## config.mk

```make
export PLATFORM = sky130hd
export DESIGN_NAME = dma4_page_ctrl
export DESIGN_NICKNAME = d
export VERILOG_FILES = /design/src/rtl/dma_pkg.sv /design/src/rtl/dma_arb.sv /design/src/rtl/dma_chan.sv /design/src/rtl/dma4_page_ctrl.sv
export SDC_FILE = /design/constraint.sdc
export NUM_CORES = 1
export LEC_CHECK = 0
export BUFFER_PORTS_ARGS = -buffer_cell sky130_fd_sc_hd__buf_2
export CORE_MARGIN = 8
export CORE_UTILIZATION = 30
export CTS_CLUSTER_SIZE = 16
export DETAILED_ROUTE_END_ITERATION = 12
export HOLD_SLACK_MARGIN = 0.06
export SLEW_MARGIN = 20
export SYNTH_ARGS = -nofsm -noshare
export SYNTH_HDL_FRONTEND = slang
export SYNTH_HIERARCHICAL = 1
export SYNTH_SLANG_ARGS = --single-unit
```

## constraint.sdc

```tcl
create_clock -name clk_i -period 3 [get_ports clk_i]
set_clock_uncertainty 0.1 [all_clocks]
set_input_delay 0.3 -clock clk_i [delete_from_list [all_inputs] [get_ports clk_i]]
set_output_delay 0.3 -clock clk_i [all_outputs]
set_load 0.01 [all_outputs]
```

## src/rtl/dma_pkg.sv

```systemverilog
package dma_pkg;
  localparam int unsigned NUM_CH    = 4;
  localparam int unsigned WORD_W    = 16;
  localparam int unsigned PAGE_W    = 12;
  localparam int unsigned PAGE_HI_W = PAGE_W - 8;
  localparam int unsigned REG_AW    = 5;

  localparam logic [REG_AW-1:0] OFS_MODE    = 5'h08;
  localparam logic [REG_AW-1:0] OFS_MASK    = 5'h0C;
  localparam logic [REG_AW-1:0] OFS_CLRPTR  = 5'h0D;
  localparam logic [REG_AW-1:0] OFS_PAGE_LO = 5'h10;
  localparam logic [REG_AW-1:0] OFS_PAGE_HI = 5'h14;

  typedef enum logic {ST_IDLE, ST_XFER} dma_state_e;
endpackage

```

## src/rtl/dma_arb.sv

```systemverilog
module dma_arb #(
  parameter int unsigned N = 4
) (
  input  logic [N-1:0] req_i,
  output logic [N-1:0] gnt_o
);
  logic found;

  always_comb begin
    gnt_o = '0;
    found = 1'b0;
    for (int i = 0; i < N; i++) begin
      if (req_i[i] && !found) begin
        gnt_o[i] = 1'b1;
        found    = 1'b1;
      end
    end
  end

  always_comb begin
    AST_GNT_ONEHOT: assert ($onehot0(gnt_o));
    AST_GNT_SUBSET: assert ((gnt_o & ~req_i) == '0);
  end
endmodule

```

## src/rtl/dma_chan.sv

```systemverilog
module dma_chan
  import dma_pkg::*;
#(
  parameter int unsigned WORD_W_P = WORD_W,
  parameter int unsigned PAGE_W_P = PAGE_W,
  parameter bit          HAS_PAGE = 1'b1
) (
  input  logic                clk_i,
  input  logic                rst_ni,
  input  logic                addr_wr_i,
  input  logic                cnt_wr_i,
  input  logic                hi_byte_i,
  input  logic                mode_wr_i,
  input  logic                page_lo_wr_i,
  input  logic                page_hi_wr_i,
  input  logic [7:0]          wdata_i,
  input  logic                xfer_i,
  output logic [WORD_W_P-1:0] cur_addr_o,
  output logic [WORD_W_P-1:0] cur_cnt_o,
  output logic [PAGE_W_P-1:0] page_o,
  output logic                auto_o,
  output logic                dir0_o,
  output logic                tc_o
);
  logic [WORD_W_P-1:0] base_addr_q, base_cnt_q, cur_addr_q, cur_cnt_q;
  logic [1:0]          mode_q;

  assign tc_o       = xfer_i && (cur_cnt_q == '0);
  assign cur_addr_o = cur_addr_q;
  assign cur_cnt_o  = cur_cnt_q;
  assign auto_o     = mode_q[0];
  assign dir0_o     = mode_q[1];

  always_ff @(posedge clk_i or negedge rst_ni) begin
    if (!rst_ni) begin
      base_addr_q <= '0;
      cur_addr_q  <= '0;
    end else if (addr_wr_i) begin
      if (hi_byte_i) begin
        base_addr_q[WORD_W_P-1:8] <= wdata_i;
        cur_addr_q[WORD_W_P-1:8]  <= wdata_i;
      end else begin
        base_addr_q[7:0] <= wdata_i;
        cur_addr_q[7:0]  <= wdata_i;
      end
    end else if (xfer_i) begin
      cur_addr_q <= (tc_o && mode_q[0]) ? base_addr_q : cur_addr_q + 1'b1;
    end
  end

  always_ff @(posedge clk_i or negedge rst_ni) begin
    if (!rst_ni) begin
      base_cnt_q <= '0;
      cur_cnt_q  <= '0;
    end else if (cnt_wr_i) begin
      if (hi_byte_i) begin
        base_cnt_q[WORD_W_P-1:8] <= wdata_i;
        cur_cnt_q[WORD_W_P-1:8]  <= wdata_i;
      end else begin
        base_cnt_q[7:0] <= wdata_i;
        cur_cnt_q[7:0]  <= wdata_i;
      end
    end else if (xfer_i) begin
      cur_cnt_q <= (tc_o && mode_q[0]) ? base_cnt_q : cur_cnt_q - 1'b1;
    end
  end

  always_ff @(posedge clk_i or negedge rst_ni) begin
    if (!rst_ni)        mode_q <= '0;
    else if (mode_wr_i) mode_q <= wdata_i[1:0];
  end

  generate
    if (HAS_PAGE) begin : g_page
      logic [PAGE_W_P-1:0] page_q;
      always_ff @(posedge clk_i or negedge rst_ni) begin
        if (!rst_ni) begin
          page_q <= '0;
        end else begin
          if (page_lo_wr_i) page_q[7:0]          <= wdata_i;
          if (page_hi_wr_i) page_q[PAGE_W_P-1:8] <= wdata_i[PAGE_W_P-9:0];
        end
      end
      assign page_o = page_q;
    end else begin : g_nopage
      logic unused_pg;
      assign unused_pg = page_lo_wr_i ^ page_hi_wr_i;
      assign page_o    = '0;
    end
  endgenerate

  AST_ADDR_STEP: assert property (@(posedge clk_i) disable iff (!rst_ni)
    xfer_i && !tc_o && !addr_wr_i |=> cur_addr_q == $past(cur_addr_q) + 1'b1);
  AST_CNT_STEP: assert property (@(posedge clk_i) disable iff (!rst_ni)
    xfer_i && !tc_o && !cnt_wr_i |=> cur_cnt_q == $past(cur_cnt_q) - 1'b1);
  AST_AUTO_RELOAD: assert property (@(posedge clk_i) disable iff (!rst_ni)
    xfer_i && tc_o && mode_q[0] && !addr_wr_i && !cnt_wr_i
    |=> (cur_cnt_q == base_cnt_q) && (cur_addr_q == base_addr_q));
endmodule

```

## src/rtl/dma4_page_ctrl.sv

```systemverilog
module dma4_page_ctrl
  import dma_pkg::*;
#(
  parameter  int unsigned NUM_CH_P    = NUM_CH,
  parameter  int unsigned WORD_W_P    = WORD_W,
  parameter  int unsigned PAGE_W_P    = PAGE_W,
  localparam int unsigned PAGE_ADDR_W = PAGE_W_P - 2,
  localparam int unsigned MEM_AW      = WORD_W_P + PAGE_ADDR_W,
  localparam int unsigned CH_W        = $clog2(NUM_CH_P)
) (
  input  logic                clk_i,
  input  logic                rst_ni,
  input  logic                cpu_sel_i,
  input  logic                cpu_wr_i,
  input  logic                cpu_rd_i,
  input  logic [REG_AW-1:0]   cpu_addr_i,
  input  logic [7:0]          cpu_wdata_i,
  output logic [7:0]          cpu_rdata_o,
  input  logic [NUM_CH_P-1:0] dreq_i,
  output logic [NUM_CH_P-1:0] dack_o,
  output logic                xfer_o,
  output logic [MEM_AW-1:0]   mem_addr_o,
  output logic                mem_wr_o,
  output logic [NUM_CH_P-1:0] tc_o
);
  logic wr_s, rd_s, word_hit, mask_wr, ptr_q;
  logic [NUM_CH_P-1:0] mask_q, req_eff, gnt, gnt_q, tc_v, auto_v, dir0_v;
  logic [WORD_W_P-1:0] cur_addr_v [NUM_CH_P];
  logic [WORD_W_P-1:0] cur_cnt_v  [NUM_CH_P];
  logic [PAGE_W_P-1:0] page_v     [NUM_CH_P];
  dma_state_e state_q;

  assign wr_s     = cpu_sel_i & cpu_wr_i;
  assign rd_s     = cpu_sel_i & cpu_rd_i & ~cpu_wr_i;
  assign word_hit = cpu_addr_i < REG_AW'(2 * NUM_CH_P);
  assign mask_wr  = wr_s && (cpu_addr_i == OFS_MASK);

  // shared byte pointer for the 16-bit registers
  always_ff @(posedge clk_i or negedge rst_ni) begin
    if (!rst_ni)                                 ptr_q <= 1'b0;
    else if (wr_s && cpu_addr_i == OFS_CLRPTR)   ptr_q <= 1'b0;
    else if ((wr_s || rd_s) && word_hit)         ptr_q <= ~ptr_q;
  end

  generate
    for (genvar c = 0; c < NUM_CH_P; c++) begin : g_ch
      logic sel_word;
      assign sel_word = word_hit && (cpu_addr_i[CH_W:1] == CH_W'(c));
      dma_chan #(
        .WORD_W_P (WORD_W_P),
        .PAGE_W_P (PAGE_W_P),
        .HAS_PAGE (c != 0)
      ) u_chan (
        .clk_i        (clk_i),
        .rst_ni       (rst_ni),
        .addr_wr_i    (wr_s && sel_word && !cpu_addr_i[0]),
        .cnt_wr_i     (wr_s && sel_word &&  cpu_addr_i[0]),
        .hi_byte_i    (ptr_q),
        .mode_wr_i    (wr_s && cpu_addr_i == REG_AW'(OFS_MODE + c)),
        .page_lo_wr_i (wr_s && cpu_addr_i == REG_AW'(OFS_PAGE_LO + c)),
        .page_hi_wr_i (wr_s && cpu_addr_i == REG_AW'(OFS_PAGE_HI + c)),
        .wdata_i      (cpu_wdata_i),
        .xfer_i       (gnt_q[c]),
        .cur_addr_o   (cur_addr_v[c]),
        .cur_cnt_o    (cur_cnt_v[c]),
        .page_o       (page_v[c]),
        .auto_o       (auto_v[c]),
        .dir0_o       (dir0_v[c]),
        .tc_o         (tc_v[c])
      );
    end
  endgenerate

  always_ff @(posedge clk_i or negedge rst_ni) begin
    if (!rst_ni)      mask_q <= '1;
    else if (mask_wr) mask_q <= cpu_wdata_i[NUM_CH_P-1:0];
    else              mask_q <= mask_q | (tc_v & ~auto_v);
  end

  assign req_eff = dreq_i & ~mask_q;

  dma_arb #(.N(NUM_CH_P)) u_arb (
    .req_i (req_eff),
    .gnt_o (gnt)
  );

  always_ff @(posedge clk_i or negedge rst_ni) begin
    if (!rst_ni) begin
      state_q <= ST_IDLE;
      gnt_q   <= '0;
    end else begin
      case (state_q)
        ST_IDLE: if (|req_eff) begin
          state_q <= ST_XFER;
          gnt_q   <= gnt;
        end
        ST_XFER: begin
          state_q <= ST_IDLE;
          gnt_q   <= '0;
        end
        default: begin
          state_q <= ST_IDLE;
          gnt_q   <= '0;
        end
      endcase
    end
  end

  assign dack_o = gnt_q;
  assign xfer_o = (state_q == ST_XFER);
  assign tc_o   = tc_v;

  always_comb begin
    mem_addr_o = '0;
    mem_wr_o   = 1'b0;
    for (int c = 0; c < NUM_CH_P; c++) begin
      if (gnt_q[c]) begin
        mem_addr_o = {page_v[c][PAGE_ADDR_W-1:0], cur_addr_v[c]};
        mem_wr_o   = (c == 0) ? dir0_v[c] : page_v[c][PAGE_W_P-1];
      end
    end
  end

  always_comb begin
    logic [WORD_W_P-1:0] w;
    cpu_rdata_o = '0;
    w = '0;
    for (int c = 0; c < NUM_CH_P; c++) begin
      if (word_hit && cpu_addr_i[CH_W:1] == CH_W'(c)) begin
        w = cpu_addr_i[0] ? cur_cnt_v[c] : cur_addr_v[c];
        cpu_rdata_o = ptr_q ? w[WORD_W_P-1:8] : w[7:0];
      end
      if (cpu_addr_i == REG_AW'(OFS_MODE + c))    cpu_rdata_o = 8'({dir0_v[c], auto_v[c]});
      if (cpu_addr_i == REG_AW'(OFS_PAGE_LO + c)) cpu_rdata_o = page_v[c][7:0];
      if (cpu_addr_i == REG_AW'(OFS_PAGE_HI + c)) cpu_rdata_o = 8'(page_v[c][PAGE_W_P-1:8]);
    end
    if (cpu_addr_i == OFS_MASK) cpu_rdata_o = 8'(mask_q);
  end

  AST_DACK_ONEHOT: assert property (@(posedge clk_i) disable iff (!rst_ni)
    $onehot0(dack_o));
  AST_XFER_DACK: assert property (@(posedge clk_i) disable iff (!rst_ni)
    xfer_o == (dack_o != '0));
  AST_XFER_GAP: assert property (@(posedge clk_i) disable iff (!rst_ni)
    xfer_o |=> !xfer_o);
  AST_GRANT_REQ: assert property (@(posedge clk_i) disable iff (!rst_ni)
    xfer_o |-> ($past(dreq_i & ~mask_q) & dack_o) != '0);
  AST_TC_GRANTED: assert property (@(posedge clk_i) disable iff (!rst_ni)
    (tc_o & ~dack_o) == '0);
  AST_TC_MASK: assert property (@(posedge clk_i) disable iff (!rst_ni)
    xfer_o && ((tc_o & ~auto_v) != '0) && !mask_wr
    |=> (mask_q & $past(tc_o & ~auto_v)) == $past(tc_o & ~auto_v));
endmodule

```

* After elaboration in Yosys (flattened, before gate mapping)
Index checks and enable logic that the tools add are counted.
** Storage, ports and cells
- Memories kept :: 0
- Output and inout bits :: 44
- RAM bits :: 0
- Memory bits (read-only) :: 0
- Logic and storage cells :: 264
- Register bits after elaboration :: 310
- Latch bits :: 0
** Operators by class
- Eq/ne operators :: 34
- Bitwise operators :: 11
- Multiplexer cells :: 72
- Multiply operators :: 0
- $lt $le $gt $ge :: 1
- $add $sub $neg :: 8
- Shifts and indexed selects :: 0
- Reduce and logical (&&, ||, !) cells :: 92
- Div/mod/pow operators :: 0
** Operators by type and width (count)
- $mux W16 :: 29
- $mux W8 :: 23
- $mux W26 :: 3
- $add A16 B1 Y16 const B :: 4
- $logic_not A16 Y1 :: 4
- $reduce_and A2 Y1 :: 32
- $sub A16 B1 Y16 const B :: 4
- $eq A5 B5 Y1 const B :: 8
- $logic_and A1 B1 Y1 :: 40
- $ne A2 B2 Y1 const B :: 17
- $eq A5 B4 Y1 const B :: 6
- $reduce_bool A2 Y1 :: 9
- $mux W1 :: 13
- $and A4 B4 Y4 :: 2
- $mux W4 :: 2
- $not A4 Y4 :: 2
- $pmux W4 S2 :: 1
- $lt A5 B4 Y1 const B :: 1
- $eq A2 B2 Y1 const B :: 2
- $logic_not A1 Y1 :: 4
- $or A4 B4 Y4 :: 1
- $reduce_or A4 Y1 :: 1
- $and A1 B1 Y1 :: 3
- $not A1 Y1 :: 3
- 4 further kinds :: 4

* Longest topological paths before layout
Gate-level depths: netlist (run 1).
- Depth in word-level cells :: 19
- Gate-level depth with buffers :: 12
- Mapped depth without buffers :: 8

* By module
The synthesis (run 1) kept the hierarchy.
** By module, submodules not included
- dma_chan (g_ch[1].u_chan ...) :: instances 3, area an instance 4187.8 um^2, seq. area each 1951.9 um^2, cells each 406
- dma_chan (g_ch[0].u_chan) :: instances 1, area an instance 3822.4 um^2, seq. area each 1651.6 um^2, cells each 413
- dma4_page_ctrl :: instances 1, area an instance 3454.6 um^2, seq. area each 255.2 um^2, cells each 454
- dma_arb :: instances 1, area an instance 36.3 um^2, seq. area each 0.0 um^2, cells each 4

* Least setup slack after synthesis (run 1)
Ideal clock, no wire load.
- Kind :: input-to-reg
- From :: input cpu_addr_i[4]
- To :: register g_ch[1].u_chan.base_cnt_q[6]
- Cell stages on the path :: 8
- Required time :: 2.775 ns
- Arrival :: 2.377 ns
- Buffers on the path :: 4
- Setup slack :: 0.398 ns
- Cells stage by stage :: buf_4 -> buf_2 -> nor4b_4 -> and4_1 -> nor2b_1 -> clkbuf_1 -> buf_1 -> mux2_2
** Between the ends
- Word-level cells in the longest chain between the ends :: 5
** Ends and longest elaborated chain
- from (decl) :: RTL line dma4_page_ctrl.sv:16 : input logic [REG_AW-1:0] cpu_addr_i,
- $lt A5 B4 Y1 :: RTL line dma4_page_ctrl.sv:35 : assign word_hit = cpu_addr_i < REG_AW'(2 * NUM_CH_P);
- $logic_and A1 B1 Y1 :: RTL line dma4_page_ctrl.sv:48 : assign sel_word = word_hit && (cpu_addr_i[CH_W:1] == CH_W'(c));
- $logic_and A1 B1 Y1 (2 in a row) :: RTL line dma4_page_ctrl.sv:57 : .cnt_wr_i (wr_s && sel_word && cpu_addr_i[0]),
- $reduce_and A2 Y1 (no line)
- to (signal, indexed assignment) :: RTL line dma_chan.sv:57 : base_cnt_q[WORD_W_P-1:8] <= wdata_i;
- to (signal assigned) :: RTL line dma_chan.sv:60 : base_cnt_q[7:0] <= wdata_i;
- to (decl) :: RTL line dma_chan.sv:25 : logic [WORD_W_P-1:0] base_addr_q, base_cnt_q, cur_addr_q, cur_cnt_q;
No other way between the ends.
A chain may end at the register's enable or synchronous reset.

* Final worst setup path (run 1)
- From :: register ptr_q
- To :: output cpu_rdata_o[0]
** Between the ends
- Word-level cells in the longest chain between the ends :: 18
- Elaborated cells between the ends (all ways) :: 21
** Ends and longest elaborated chain
- from (decl) :: RTL line dma4_page_ctrl.sv:26 : logic wr_s, rd_s, word_hit, mask_wr, ptr_q;
- from (signal assigned) :: RTL line dma4_page_ctrl.sv:42 : else if ((wr_s || rd_s) && word_hit) ptr_q <= ~ptr_q;
- $mux W8 :: RTL line dma4_page_ctrl.sv:131 : cpu_rdata_o = ptr_q ? w[WORD_W_P-1:8] : w[7:0];
- $mux W8 :: RTL line dma4_page_ctrl.sv:129 : if (word_hit && cpu_addr_i[CH_W:1] == CH_W'(c)) begin
- $mux W8 :: RTL line dma4_page_ctrl.sv:133 : if (cpu_addr_i == REG_AW'(OFS_MODE + c)) cpu_rdata_o = 8'({dir0_v[c], auto_v[c]});
- $mux W8 :: RTL line dma4_page_ctrl.sv:134 : if (cpu_addr_i == REG_AW'(OFS_PAGE_LO + c)) cpu_rdata_o = page_v[c][7:0];
- $mux W8 :: RTL line dma4_page_ctrl.sv:135 : if (cpu_addr_i == REG_AW'(OFS_PAGE_HI + c)) cpu_rdata_o = 8'(page_v[c][PAGE_W_P-1:8]);
- $mux W8 :: RTL line dma4_page_ctrl.sv:129
- $mux W8 :: RTL line dma4_page_ctrl.sv:133
- $mux W8 :: RTL line dma4_page_ctrl.sv:134
- [... 2 more ...]
- $mux W8 :: RTL line dma4_page_ctrl.sv:133
- $mux W8 :: RTL line dma4_page_ctrl.sv:134
- $mux W8 :: RTL line dma4_page_ctrl.sv:135
- $mux W8 * :: RTL line dma4_page_ctrl.sv:129
- $mux W8 * :: RTL line dma4_page_ctrl.sv:133
- $mux W8 * :: RTL line dma4_page_ctrl.sv:134
- $mux W8 * :: RTL line dma4_page_ctrl.sv:135
- $mux W8 * :: RTL line dma4_page_ctrl.sv:137 : if (cpu_addr_i == OFS_MASK) cpu_rdata_o = 8'(mask_q);
- to (decl) :: RTL line dma4_page_ctrl.sv:18 : output logic [7:0] cpu_rdata_o,
Every way passes the cells marked *; elsewhere a longest branch is shown, timed or not.

==> impl_metrics.env, run 1 <==
export IMPL_status="finished with violations"
export IMPL_violations="negative setup slack"
export IMPL_die_h_um=273.3
export IMPL_grt_ovfl_total=0
export IMPL_syn_to_final_growth_pct=16.07
export IMPL_dp_hpwl_mm=48.91
export IMPL_ant_nets=0
export IMPL_grt_usage_pct=18.35
export IMPL_fillers=6640
export IMPL_place_inst=2973
export IMPL_chipWidth_um=273.3
export IMPL_met2_usage_pct=29.16
export IMPL_path_class="flop to primary output"
export IMPL_max_freq_mhz=332.0
export IMPL_slew_violations=0
export IMPL_grt_pass1_wl_mm=108.2
export IMPL_root_buffer="clkbuf_16"
export IMPL_ios=66
export IMPL_syn_inst=2086
export IMPL_finalWeightedCongestion=0.9227
export IMPL_vias_per_cell=5.749
export IMPL_p_seq_share_pct=37.7
export IMPL_placed_cell_area_um2=21520
export IMPL_sw_frac_of_total_pct=38.00
export IMPL_fin_cells=3053
export IMPL_period_minus_slack_ns=3.012
export IMPL_p_leak_nw=10.13
export IMPL_dieArea_um2=74700
export IMPL_p_per_area_nw_per_um2=775.1
export IMPL_register_area_um2=7779
export IMPL_initialDrtViolationCount=2007
export IMPL_peakVddDrop_mv=0.4638
export IMPL_grt_pass1_vias=17310
export IMPL_yosys_warnings=6
export IMPL_reg2reg_slack_ns=0.25
export IMPL_worst_slack_ns=-0.01224
export IMPL_crit_arrival_ns=2.61
export IMPL_cp_max_fo=20
export IMPL_cp_slowest_stage_delay_ns=0.52
export IMPL_cts_buffers=39
export IMPL_cap_violations=0
export IMPL_crit_path_end_kind="primary output"
export IMPL_grtUsageMet3_pct=3.109
export IMPL_syn_avg_cell_area_um2=9.523
export IMPL_multi_input_area_um2=11150
export IMPL_start_util_pct=30.27
export IMPL_setup_viol=1
export IMPL_rows=94
export IMPL_slowest_stage="dfrtp_4"
export IMPL_grt_max_degree=72
export IMPL_worstHoldEndpoint="ptr_q$_DFFE_PN0P_"
export IMPL_worstReg2RegEnd="g_ch[1].u_chan/cur_addr_o[9]$_DFFE_PN0P_"
export IMPL_reg2reg_depth=6
export IMPL_drive_gt1_share_pct=22.59
export IMPL_coreArea_um2=65630
export IMPL_wl_mm=70.78
export IMPL_reg2reg_from="g_ch[1].u_chan/cur_cnt_o[7]$_DFFE_PN0P_"
export IMPL_clock_sinks=310
export IMPL_critical_path_cell_chain="bufbuf_16 > mux4_2 > nor2_1 > a21oi_1 > o31ai_4 > o211ai_1 > buf_2"
export IMPL_final_area_um2=23060
export IMPL_worst_hold_path_type="input pin to flop"
export IMPL_grt_use_met1_pct=24.11
export IMPL_pwr_share_comb_pct=34.0
export IMPL_p_clk_share_pct=28.3
export IMPL_p_int_w=0.01108
export IMPL_hold_start="cpu_sel_i"
export IMPL_power_switching_w=0.006791
export IMPL_drc=0
export IMPL_cts_path_max_buffers=3
export IMPL_whs_path_depth=4
export IMPL_drt_pass1_iterations=5
export IMPL_slew_headroom_pct=37.17
export IMPL_post_drt_wl_per_cell_um=23.18
export IMPL_crit_buf_inv=2
export IMPL_finalCritPeriodShare_pct=100.4
export IMPL_critical_path_top_delay_family="flip-flops"
export IMPL_cts_max_level=2
export IMPL_worstPathRequired_ns=2.60
export IMPL_clkSlewWorstSetupHoldPaths_ns=0.06
export IMPL_cts_tree="yes"
export IMPL_nets=2193
export IMPL_grt_antenna_before_repair=4
export IMPL_clkLatencyLatePin_ns=0.57
export IMPL_netlist_area_um2=19860
export IMPL_finalHoldViolCount=0
export IMPL_worstSetupStartpointType="flop"
export IMPL_worstMarginPinSlew_ns=0.9424
export IMPL_vias=17550
export IMPL_place_port_buffers=65
export IMPL_holdWs_ns=0.1149
export IMPL_rsz0062_at_grt="true"
export IMPL_top_usage_layer="met2"
==> layout by cell type (no fill, tap or decap), types with 53 or more instances in the layout <==
master,instances
o21ai_0,106
nor3_1,60
nand2_1,206
nor2_1,157
a21oi_1,113
a22oi_1,72
mux2i_1,92
buf_4,127
buf_2,63
mux2_2,147
xnor2_1,56
xor2_1,53
dfrtp_1,295
==> timing repair <==
item                       4_1_cts  5_1_grt
hold buffers                     1        0
hold endpoints to repair        60        0
setup buffers                    5        2
cloned                           1        0
gates resized for setup         15       10
pin swaps                        3        1
setup endpoints to repair        8        7
==> routing by layer <==
metal | share of wire [%] | routed length (um)
met5 | 0.041 | 29
met4 | 4.9 | 3459
met3 | 7.0 | 4957
met2 | 46 | 32370
met1 | 42 | 29960
==> worst max-delay path by stage <==
stage	from	endpoint	slack, ns	depth (start not counted)
after floorplan	cpu_addr_i[4]	g_ch[1].u_chan/base_cnt_q[6]$_DFFE_PN0P_	0.40	8
final	ptr_q$_DFFE_PN0P_	cpu_rdata_o[0]	-0.01	7
after CTS	g_ch[1].u_chan/cur_cnt_o[5]$_DFFE_PN0P_	cpu_rdata_o[5]	0.009	6
after global routing	ptr_q$_DFFE_PN0P_	cpu_rdata_o[0]	-0.05	7
after detailed placement	cpu_addr_i[0]	cpu_rdata_o[6]	0.23	7
after global placement	cpu_addr_i[0]	cpu_rdata_o[6]	0.25	7
==> worst reg2reg max path, delay by kind of cell, from the launching register on <==
kind,cells,cell delay [ns]
compound gates,2,0.30
buf+inv,1,0.34
flops,1,0.51
simple gates,3,1.36
==> registers in the layout (all words and copies together), names as in the netlist <==
name,count
xfer_o,1
g_ch.u_chan/mode_q,8
dack_o,4
mask_q,4
g_ch.u_chan/base_cnt_q,64
g_ch.u_chan/base_addr_q,64
g_ch.u_chan/page_o,36
ptr_q,1
g_ch.u_chan/cur_addr_o,64
g_ch.u_chan/cur_cnt_o,64
==> through the flow <==
| step | worst slack (ns) | total power [W] | util [%] | TNS [ns] |
|---|---|---|---|---|
| finish | -0.01224 | 0.01787 | 35.13 | -0.01224 |
| CTS | 0.008539 | 0.01780 | 35.03 | 0 |
| global route | -0.05486 | 0.01869 | 35.13 | -0.1246 |
| floorplan | 0.3980 | 0.01019 | - | 0 |
| detailed placement | 0.2267 | 0.01250 | 32.79 | 0 |
| global placement | 0.2536 | 0.01237 | 32.79 | 0 |
==> power by group through the flow <==
stage,combinational [W],clock (W),sequential [W]
after floorplan,0.00402,0,0.00617
after global placement,0.00562,0,0.00675
after detailed placement,0.00574,0,0.00677
after CTS,0.00597,0.00515,0.00668
after global routing,0.00654,0.00531,0.00684
final,0.00608,0.00506,0.00673
==> layout make-up <==
class	instances	share of cell area, %
diodes	2	0.02171
clock buffers	56	5.041
clock inverters	13	0.8628
inverters	35	0.5698
multi-input cells	1569	48.38
flip-flops and latches	310	33.74
well taps	864	4.689
repair buffers	204	6.702
Note: power is estimated with default switching activity, not from simulation.
==> run 2: changes to the inputs <==
==> constraint.sdc (replaced) <==
create_clock -name clk_i -period 3.5 [get_ports clk_i]
set_clock_uncertainty 0.1 [all_clocks]
set_input_delay 0.35 -clock clk_i [delete_from_list [all_inputs] [get_ports clk_i]]
set_output_delay 0.35 -clock clk_i [all_outputs]
set_load 0.01 [all_outputs]
==> impl_metrics.env, run 2 (synthesis results as in run 1) <==
export IMPL_rows=94
export IMPL_crit_path_end_kind="primary output"
export IMPL_worstSetupStartpointType="flop"
export IMPL_most_common_layout_cells="303 x dfrtp_1, 206 x nand2_1, 157 x nor2_1"
export IMPL_coreArea_um2=65630
export IMPL_placed_cell_area_um2=21090
export IMPL_path_class="flop to primary output"
export IMPL_worst_hold_path_type="input pin to flop"
export IMPL_cts_setup_buffers=0
export IMPL_syn_to_final_growth_pct=12.23
export IMPL_p_leak_nw=9.743
export IMPL_clkLatencyLatePin_ns=0.56
export IMPL_nets=2136
export IMPL_p_per_area_nw_per_um2=649.0
export IMPL_cts_path_max_buffers=3
export IMPL_period_minus_slack_ns=3.387
export IMPL_grt_max_degree=113
export IMPL_cp_max_fo=28
export IMPL_peakVddDrop_mv=0.4786
export IMPL_slew_headroom_pct=35.23
export IMPL_grt_antenna_before_repair=1
export IMPL_max_freq_mhz=295.2
export IMPL_cap_violations=0
export IMPL_tns_ns=0
export IMPL_finalWeightedCongestion=0.9481
export IMPL_drt_pass1_iterations=6
export IMPL_worstMarginPinSlew_ns=0.9716
export IMPL_drive_gt1_share_pct=19.43
export IMPL_slew_violations=0
export IMPL_final_common_cell="dfrtp_1"
export IMPL_cts_max_level=2
export IMPL_place_port_buffers=65
export IMPL_start_util_pct=30.27
export IMPL_clkSlewWorstSetupHoldPaths_ns=0.06
export IMPL_cts_tree="yes"
export IMPL_crit_arrival_ns=2.94
export IMPL_dp_hpwl_mm=47.90
export IMPL_die_h_um=273.3
export IMPL_grt_usage_pct=17.89
export IMPL_final_area_um2=22290
export IMPL_grt_pass1_wl_mm=106.2
export IMPL_root_buffer="clkbuf_16"
export IMPL_ant_nets=0
export IMPL_clock_sinks=310
export IMPL_chipWidth_um=273.3
export IMPL_cts_buffers=36
export IMPL_dieArea_um2=74700
export IMPL_status="finished, final reports clean"
export IMPL_reg2reg_slack_ns=0.61
export IMPL_diodes=0
export IMPL_worst_slack_ns=0.1127
export IMPL_finalHoldViolCount=0
export IMPL_post_drt_wl_per_cell_um=23.03
export IMPL_rsz0062_at_grt="false"
export IMPL_initialDrtViolationCount=2085
export IMPL_worstPathRequired_ns=3.05
export IMPL_grt_ovfl_total=0
export IMPL_ios=66
export IMPL_grt_pass1_vias=16930
export IMPL_drc=0
export IMPL_setup_viol=0
export IMPL_vias_per_cell=5.762
export IMPL_finalCritPeriodShare_pct=96.78
export IMPL_wl_mm=68.86
export IMPL_place_ws_ns=0.4265
export IMPL_vias=17230
export IMPL_holdWs_ns=0.2008
## run 2: changes by cell type in the layout (fill, tap and decap cells not counted), sizes merged
cell and delta:
diode -2, bufbuf -1, clkinvlp -1, bufinv -2
clkbuf -4, buf -53
## run 2: final cells by class
type	instances	area (um^2)
Fill cell	6693	43340
Clock inverter	10	131.4
Sequential cell	310	7769
Inverter	35	131.4
Timing Repair Buffer	150	1017
Clock buffer	52	1062
Tap cell	864	1081
Multi-Input combinational cell	1569	11100
## run 2: power breakdown
group | internal (W) | switching [W] | total (W)
logic | 0.00214 | 0.00244 | 0.00458
clock network | 0.00232 | 0.00157 | 0.00389
registers | 0.00442 | 0.00157 | 0.00599
total | 0.00889 | 0.00558 | 0.0145
## run 2: path summary, 6_finish.rpt
| check | cells after the start | from | end |
|---|---|---|---|
| worst max-delay path | 6 | dack_o[1]$_DFFE_PN0P_ | mem_addr_o[3] |
| worst min-delay path | 4 | dreq_i[0] | dack_o[0]$_DFFE_PN0P_ |
| worst max register to register | 5 | g_ch[0].u_chan/cur_cnt_o[12]$_DFFE_PN0P_ | g_ch[0].u_chan/cur_addr_o[11]$_DFFE_PN0P_ |
| worst min register to register | 2 | g_ch[1].u_chan/base_addr_q[2]$_DFFE_PN0P_ | g_ch[1].u_chan/base_addr_q[2]$_DFFE_PN0P_ |
| max in group asynchronous | 3 | rst_ni | g_ch[2].u_chan/base_addr_q[12]$_DFFE_PN0P_ |
| min in group asynchronous | 2 | rst_ni | g_ch[0].u_chan/base_addr_q[3]$_DFFE_PN0P_ |
## run 2: timing repair
action / in CTS / in global routing
endpoints found under the setup margin: 0 / 1
gates resized for setup: 0 / 1
endpoints found under the hold margin: 98 / 0
hold buffers: 1 / 0
## run 2: stage by stage
step | cells | utilization (%) | total power [W]
after floorplan | 2097 | - | 0.008738
after global placement | 2927 | 32.13 | 0.01038
after detailed placement | 2927 | 32.13 | 0.01050
after CTS | 2990 | 33.96 | 0.01447
after global routing | 2990 | 33.97 | 0.01521
final | 2990 | 33.97 | 0.01447
## run 2: per-layer routing
layer / global-route usage, % / share of wire [%] / vias to the layer above
met5: 0 / 0 / -
met1: 23.86 / 43 / 8648
met3: 2.934 / 6.5 / 192
li1: - / - / 7657
met4: 7.848 / 4.7 / 0
met2: 28.41 / 46 / 731
## run 2: worst max-delay path, stage by stage (launching register included)
cell      delay (ns)
dfrtp_1         0.56
buf_4           0.35
nand3b_1        0.24
a21oi_1         0.47
a21oi_1         0.08
o21ai_0         0.45
buf_2           0.23
